===== src/rtl/dma_regs_pkg.sv =====
package dma_regs_pkg;
  localparam int unsigned DMA_W     = 16;
  localparam int unsigned DMA_WIN_W = 4;
  localparam int unsigned BYTE_W    = 8;
endpackage


===== src/rtl/fall_det.sv =====
module fall_det (
  input  logic clk_i,
  input  logic rst_ni,
  input  logic lvl_i,
  output logic fall_o
);
  logic lvl_q;

  always_ff @(posedge clk_i or negedge rst_ni)
    if (!rst_ni) lvl_q <= 1'b0;
    else         lvl_q <= lvl_i;

  assign fall_o = lvl_q & ~lvl_i;

  // a pulse yields one edge only
  a_r4_single_edge: assert property (@(posedge clk_i) disable iff (!rst_ni)
    fall_o |=> !fall_o);
endmodule


===== src/rtl/step_counter.sv =====
module step_counter #(
  parameter int unsigned W     = dma_regs_pkg::DMA_W,
  parameter int unsigned LOW_W = dma_regs_pkg::DMA_WIN_W,
  parameter bit          SPLIT = 1'b0,
  localparam int unsigned NB   = W / dma_regs_pkg::BYTE_W
) (
  input  logic          clk_i,
  input  logic          rst_ni,
  input  logic          clr_i,
  input  logic [NB-1:0] ld_i,
  input  logic [W-1:0]  data_i,
  input  logic          inc_i,
  input  logic          step1_i,
  input  logic          carry_in_i,
  output logic [W-1:0]  q_o,
  output logic          ovf_o
);
  localparam int unsigned BW = dma_regs_pkg::BYTE_W;

  logic [W-1:0] q_q, nxt;
  logic         wrap, ovf_q;
  logic [W-1:0] step;

  assign step = step1_i ? W'(1) : W'(2);

  if (SPLIT) begin : g_split
    localparam int unsigned UP_W = W - LOW_W;
    logic [LOW_W:0] low_sum;
    logic [UP_W:0]  up_sum;
    logic           adv;
    assign low_sum = {1'b0, q_q[LOW_W-1:0]} + step[LOW_W:0];
    assign adv     = low_sum[LOW_W] & carry_in_i;
    assign up_sum  = {1'b0, q_q[W-1:LOW_W]} + {{UP_W{1'b0}}, adv};
    assign nxt     = {up_sum[UP_W-1:0], low_sum[LOW_W-1:0]};
    assign wrap    = up_sum[UP_W];

    // upper part frozen while carry-in is inhibited
    a_r5_upper_hold: assert property (@(posedge clk_i) disable iff (!rst_ni)
      (!clr_i && ld_i == '0 && !carry_in_i) |=> $stable(q_o[W-1:LOW_W]));
  end else begin : g_full
    logic [W:0] sum;
    assign sum  = {1'b0, q_q} + {1'b0, step};
    assign nxt  = sum[W-1:0];
    assign wrap = sum[W];
  end

  always_ff @(posedge clk_i or negedge rst_ni) begin
    if (!rst_ni) begin
      q_q   <= '0;
      ovf_q <= 1'b0;
    end else if (clr_i) begin
      q_q   <= '0;
      ovf_q <= 1'b0;
    end else if (ld_i != '0) begin
      for (int b = 0; b < NB; b++)
        if (ld_i[b]) q_q[b*BW +: BW] <= data_i[b*BW +: BW];
      ovf_q <= 1'b0;
    end else if (inc_i) begin
      q_q   <= nxt;
      ovf_q <= wrap;
    end else begin
      ovf_q <= 1'b0;
    end
  end

  assign q_o   = q_q;
  assign ovf_o = ovf_q;

  // overflow lasts one cycle
  a_r6_ovf_one_cycle: assert property (@(posedge clk_i) disable iff (!rst_ni)
    ovf_o |=> !ovf_o);
  // no change without a count edge
  a_r4_hold_no_edge: assert property (@(posedge clk_i) disable iff (!rst_ni)
    (!clr_i && ld_i == '0 && !inc_i) |=> $stable(q_o));
  // clear wins
  a_r7_clear: assert property (@(posedge clk_i) disable iff (!rst_ni)
    clr_i |=> (q_o == '0 && !ovf_o));
endmodule


===== src/rtl/dma_addr_wc_regs.sv =====
module dma_addr_wc_regs
  import dma_regs_pkg::*;
(
  input  logic             clk_i,
  input  logic             rst_ni,
  input  logic             clear_i,
  input  logic [DMA_W-1:0] data_i,
  input  logic             ld_wc_lo_i,
  input  logic             ld_wc_hi_i,
  input  logic             ld_ba_lo_i,
  input  logic             ld_ba_hi_i,
  input  logic             cnt_wc_i,
  input  logic             cnt_ba_i,
  input  logic             wc_step1_i,
  input  logic             ba_step1_i,
  input  logic             ba_carry_in_i,
  input  logic             wc_to_dbus_i,
  input  logic             ba_to_dbus_i,
  input  logic             ba_to_abus_i,
  output logic [DMA_W-1:0] dbus_o,
  output logic [DMA_W-1:0] abus_o,
  output logic             wc_ovf_o,
  output logic             ba_ovf_o
);
  logic             wc_fall, ba_fall;
  logic [DMA_W-1:0] wc_q, ba_q;

  fall_det i_wc_edge (.clk_i, .rst_ni, .lvl_i(cnt_wc_i), .fall_o(wc_fall));
  fall_det i_ba_edge (.clk_i, .rst_ni, .lvl_i(cnt_ba_i), .fall_o(ba_fall));

  step_counter #(.W(DMA_W), .LOW_W(DMA_WIN_W), .SPLIT(1'b0)) i_wc_cnt (
    .clk_i, .rst_ni, .clr_i(clear_i), .ld_i({ld_wc_hi_i, ld_wc_lo_i}),
    .data_i, .inc_i(wc_fall), .step1_i(wc_step1_i), .carry_in_i(1'b1),
    .q_o(wc_q), .ovf_o(wc_ovf_o));

  step_counter #(.W(DMA_W), .LOW_W(DMA_WIN_W), .SPLIT(1'b1)) i_ba_cnt (
    .clk_i, .rst_ni, .clr_i(clear_i), .ld_i({ld_ba_hi_i, ld_ba_lo_i}),
    .data_i, .inc_i(ba_fall), .step1_i(ba_step1_i), .carry_in_i(ba_carry_in_i),
    .q_o(ba_q), .ovf_o(ba_ovf_o));

  always_comb begin
    if (wc_to_dbus_i)      dbus_o = wc_q;
    else if (ba_to_dbus_i) dbus_o = ba_q;
    else                   dbus_o = '0;
  end

  assign abus_o = ba_to_abus_i ? ba_q : '0;

  // disabled gates read as zero
  a_r9_gate_off: assert property (@(posedge clk_i) disable iff (!rst_ni)
    (!ba_to_abus_i |-> abus_o == '0) and
    ((!wc_to_dbus_i && !ba_to_dbus_i) |-> dbus_o == '0));
endmodule


===== config.mk =====
export PLATFORM = sky130hd
export DESIGN_NAME = dma_addr_wc_regs
export DESIGN_NICKNAME = d
export VERILOG_FILES = /design/src/rtl/dma_regs_pkg.sv /design/src/rtl/fall_det.sv /design/src/rtl/step_counter.sv /design/src/rtl/dma_addr_wc_regs.sv
export SDC_FILE = /design/constraint.sdc
export NUM_CORES = 1
export LEC_CHECK = 0
export ABC_AREA = 0
export BUFFER_PORTS_ARGS = -buffer_cell sky130_fd_sc_hd__buf_4
export CORE_ASPECT_RATIO = 0.9
export CORE_UTILIZATION = 55
export DETAILED_ROUTE_END_ITERATION = 6
export PLACE_DENSITY_LB_ADDON = 0.05
export SLEW_MARGIN = 10
export SYNTH_ARGS = -nofsm -noshare
export SYNTH_HDL_FRONTEND = slang
export SYNTH_HIERARCHICAL = 1
export SYNTH_SLANG_ARGS = --single-unit

===== constraint.sdc =====
create_clock -name clk_i -period 3.55 [get_ports clk_i]
set_input_delay 0 -clock clk_i [delete_from_list [all_inputs] [get_ports clk_i]]
set_output_delay 0 -clock clk_i [all_outputs]
set_load 0.01 [all_outputs]

==> metrics <==
result of the run finished, final reports clean; most numerous cell on the critical path sky130_fd_sc_hd__ha_1; Slew HR 0.5526; netlist area before placement roughly 2700 µm²; DRT Wirelength 7.495 mm; placed wire-length estimate after detailed placement 5.495 mm; Setup WS pre-CTS between 1 and 1.5 ns; worst slack on hold paths 0.01115 ns; Ys Warns 6; Setup violations, final 0; number of hold violations in the final report 0; worst min path class input port to flop; vias per cell slightly above 6; data required time of the critical path 3.75 ns; count of nets left with antenna violations after detail routing 0; filler instances 372; buffer type at the clock tree root sky130_fd_sc_hd__clkbuf_8; Tightest Pin Transition 0.6659 ns; leakage 1.433 nW; Via Count 2661; DIE WIDTH 76.15 µm; Skew-Pair Late Insertion Delay 0.29 ns; biggest fanout along the worst timing path 4; shortest period the worst path allows 2.516 ns; arrival time at the worst endpoint 2.71 ns; Post-DP Area 3196 µm²; Area growth syn-to-layout 22.30%; post-layout total power about 1.0 mW; CP Cell Sequence ha_1 > inv_1 > fa_1 > and4b_1 > ha_1 > ha_1 > inv_1 > or3_1 > nor4_2; Startpoint Class flop; number of antenna violations at the first check in global routing 0; number of cells produced by synthesis slightly above 300; First-pass DRT Iterations 5; Routed wire per std cell 17.39 µm; Post-CTS Hold Buffers 4; deepest level of the CTS H-tree 2; final number of max-transition violations 0; maximum clock rate 397.4 MHz; pin count of the biggest net entering global routing 37; fin area approximately 3300 µm²; placement row count 23; final clock period utilization by the worst path 0.7088; area of the placeable core 4604 µm²; starting density of the core 0.5910; worst IR drop on VDD 228.8 µV; clock-pin slew reported for the worst setup and hold paths after clock tree synthesis 0.08 ns; mean cell area of the mapped netlist about 8.8 µm²; Die ar. 5233 µm²; Post-CTS Repair Setup Buffers 0; first-pass GRT wire length between 10 and 15 mm; die height about 70 µm; total routing resource utilization after global routing 0.2986; CTS tree yes; share of post-route cells with drive strength above 1 0.2683; CTS Buf Count 5; Fin Clk Skew approximately 0.0055 ns; Max Cap Viol 0; count of buffering cells on the critical path with inverters included 2; buffer levels on the longest clock path 2; # clock sinks 36; antenna diode count 0; post-detailed-route DRC marker count 0; boundary pin count 65; nets@finish 407; RePlAce Congestion 0.8803; leftover overflow at the end of global routing 0; post-route setup slack approximately 1.0 ns; Setup CP Type flop to flop; synthesized net count 347; slowest stage delay, CP about 0.40 ns; critical-path cell with the highest stage delay sky130_fd_sc_hd__dfrtp_1; count of input and output buffers between 60 and 70; crit-path leading delay family adder cells; total power per unit cell area 304.0 nW/µm²; number of global-route vias before repair between 2k and 2.5k; number of DRC violations after detailed-routing iteration 0 207; RSZ-0062 raised after global routing false; endpoint kind of the worst setup timing path flop; number of resized instances in the post-cts repair step 0; total negative slack for setup checks 0 ns
state kept, by name, indices dropped and copies added (netlist names):
| signal | count |
|---|---|
| i_ba_cnt/q_o | 16 |
| i_wc_cnt/q_o | 16 |
| i_ba_cnt/ovf_o | 1 |
| i_ba_edge/lvl_q | 1 |
| i_wc_cnt/ovf_o | 1 |
| i_wc_edge/lvl_q | 1 |
worst paths after layout:
| check | start | endpoint | slack, ns | cells past startpoint |
|---|---|---|---|---|
| setup reg to reg | i_ba_cnt/q_o[0]$_DFFE_PN0P_ | i_ba_cnt/ovf_o$_DFF_PN0_ | 1.03 | 9 |
| max in group asynchronous | rst_ni | i_wc_cnt/q_o[0]$_DFFE_PN0P_ | 3.00 | 2 |
| hold / removal | data_i[8] | i_ba_cnt/q_o[8]$_DFFE_PN0P_ | 0.01 | 3 |
| hold reg to reg | i_wc_cnt/q_o[0]$_DFFE_PN0P_ | i_wc_cnt/q_o[0]$_DFFE_PN0P_ | 0.55 | 2 |
| min in group asynchronous | rst_ni | i_wc_cnt/q_o[14]$_DFFE_PN0P_ | 0.22 | 2 |
| setup / recovery | i_ba_cnt/q_o[0]$_DFFE_PN0P_ | i_ba_cnt/ovf_o$_DFF_PN0_ | 1.03 | 9 |
cell type report:
cell class,instances,area (µm²),share of cell area
tap,62,77.57,0.02331
inverter,12,45.04,0.01353
clock buffer,6,82.58,0.02481
clock inverter,2,10.01,0.003008
timing repair buffer,68,520.5,0.1564
multi-input combinational,245,1692,0.5083
sequential,36,900.9,0.2707
metal layers:
layer | GRT usage | routed length, µm | share of wire
met5 | 0 | 0 | 0
met4 | 0.06490 | 42 | 0.0056
met3 | 0.04605 | 479 | 0.064
met2 | 0.4886 | 3556 | 0.47
met1 | 0.4237 | 3417 | 0.46
report_power, final:
group | switching (mW) | total (mW) | internal, mW | leakage (nW)
Combinational | 0.120 | 0.229 | 0.109 | 0.908
Sequential | 0.0416 | 0.476 | 0.434 | 0.474
Clock | 0.151 | 0.306 | 0.155 | 0.0510
Total | 0.313 | 1.01 | 0.699 | 1.43
metrics by stage:
stage / cells / utilization
global placement: 419 / 0.6940
finish: 431 / 0.7228
detailed placement: 419 / 0.6940
floorplan: 308 / -
CTS: 431 / 0.7228
global route: 431 / 0.7228
cells in the final DEF, fill, tap and decap left out, types with 8 or more instances in the layout:
cell type                 count
sky130_fd_sc_hd__dfrtp_1     36
sky130_fd_sc_hd__nor2_1      22
sky130_fd_sc_hd__a22o_2      10
sky130_fd_sc_hd__nand3_1      8
sky130_fd_sc_hd__a21oi_1     10
sky130_fd_sc_hd__nand2_1     30
sky130_fd_sc_hd__xnor2_1     10
sky130_fd_sc_hd__inv_1       12
sky130_fd_sc_hd__o21ai_0     18
sky130_fd_sc_hd__nor3_1      10
sky130_fd_sc_hd__buf_4       64
sky130_fd_sc_hd__nor4_1      12
sky130_fd_sc_hd__and2_1      16
worst min-delay path, delay by kind of cell:
family	cells	cell delay, ns
buffers and inverters	1	0.12
AO/OA/AOI/OAI	1	0.05
AND/OR/NAND/NOR	1	0.08
No activity file was read; power rests on OpenSTA's default activity.
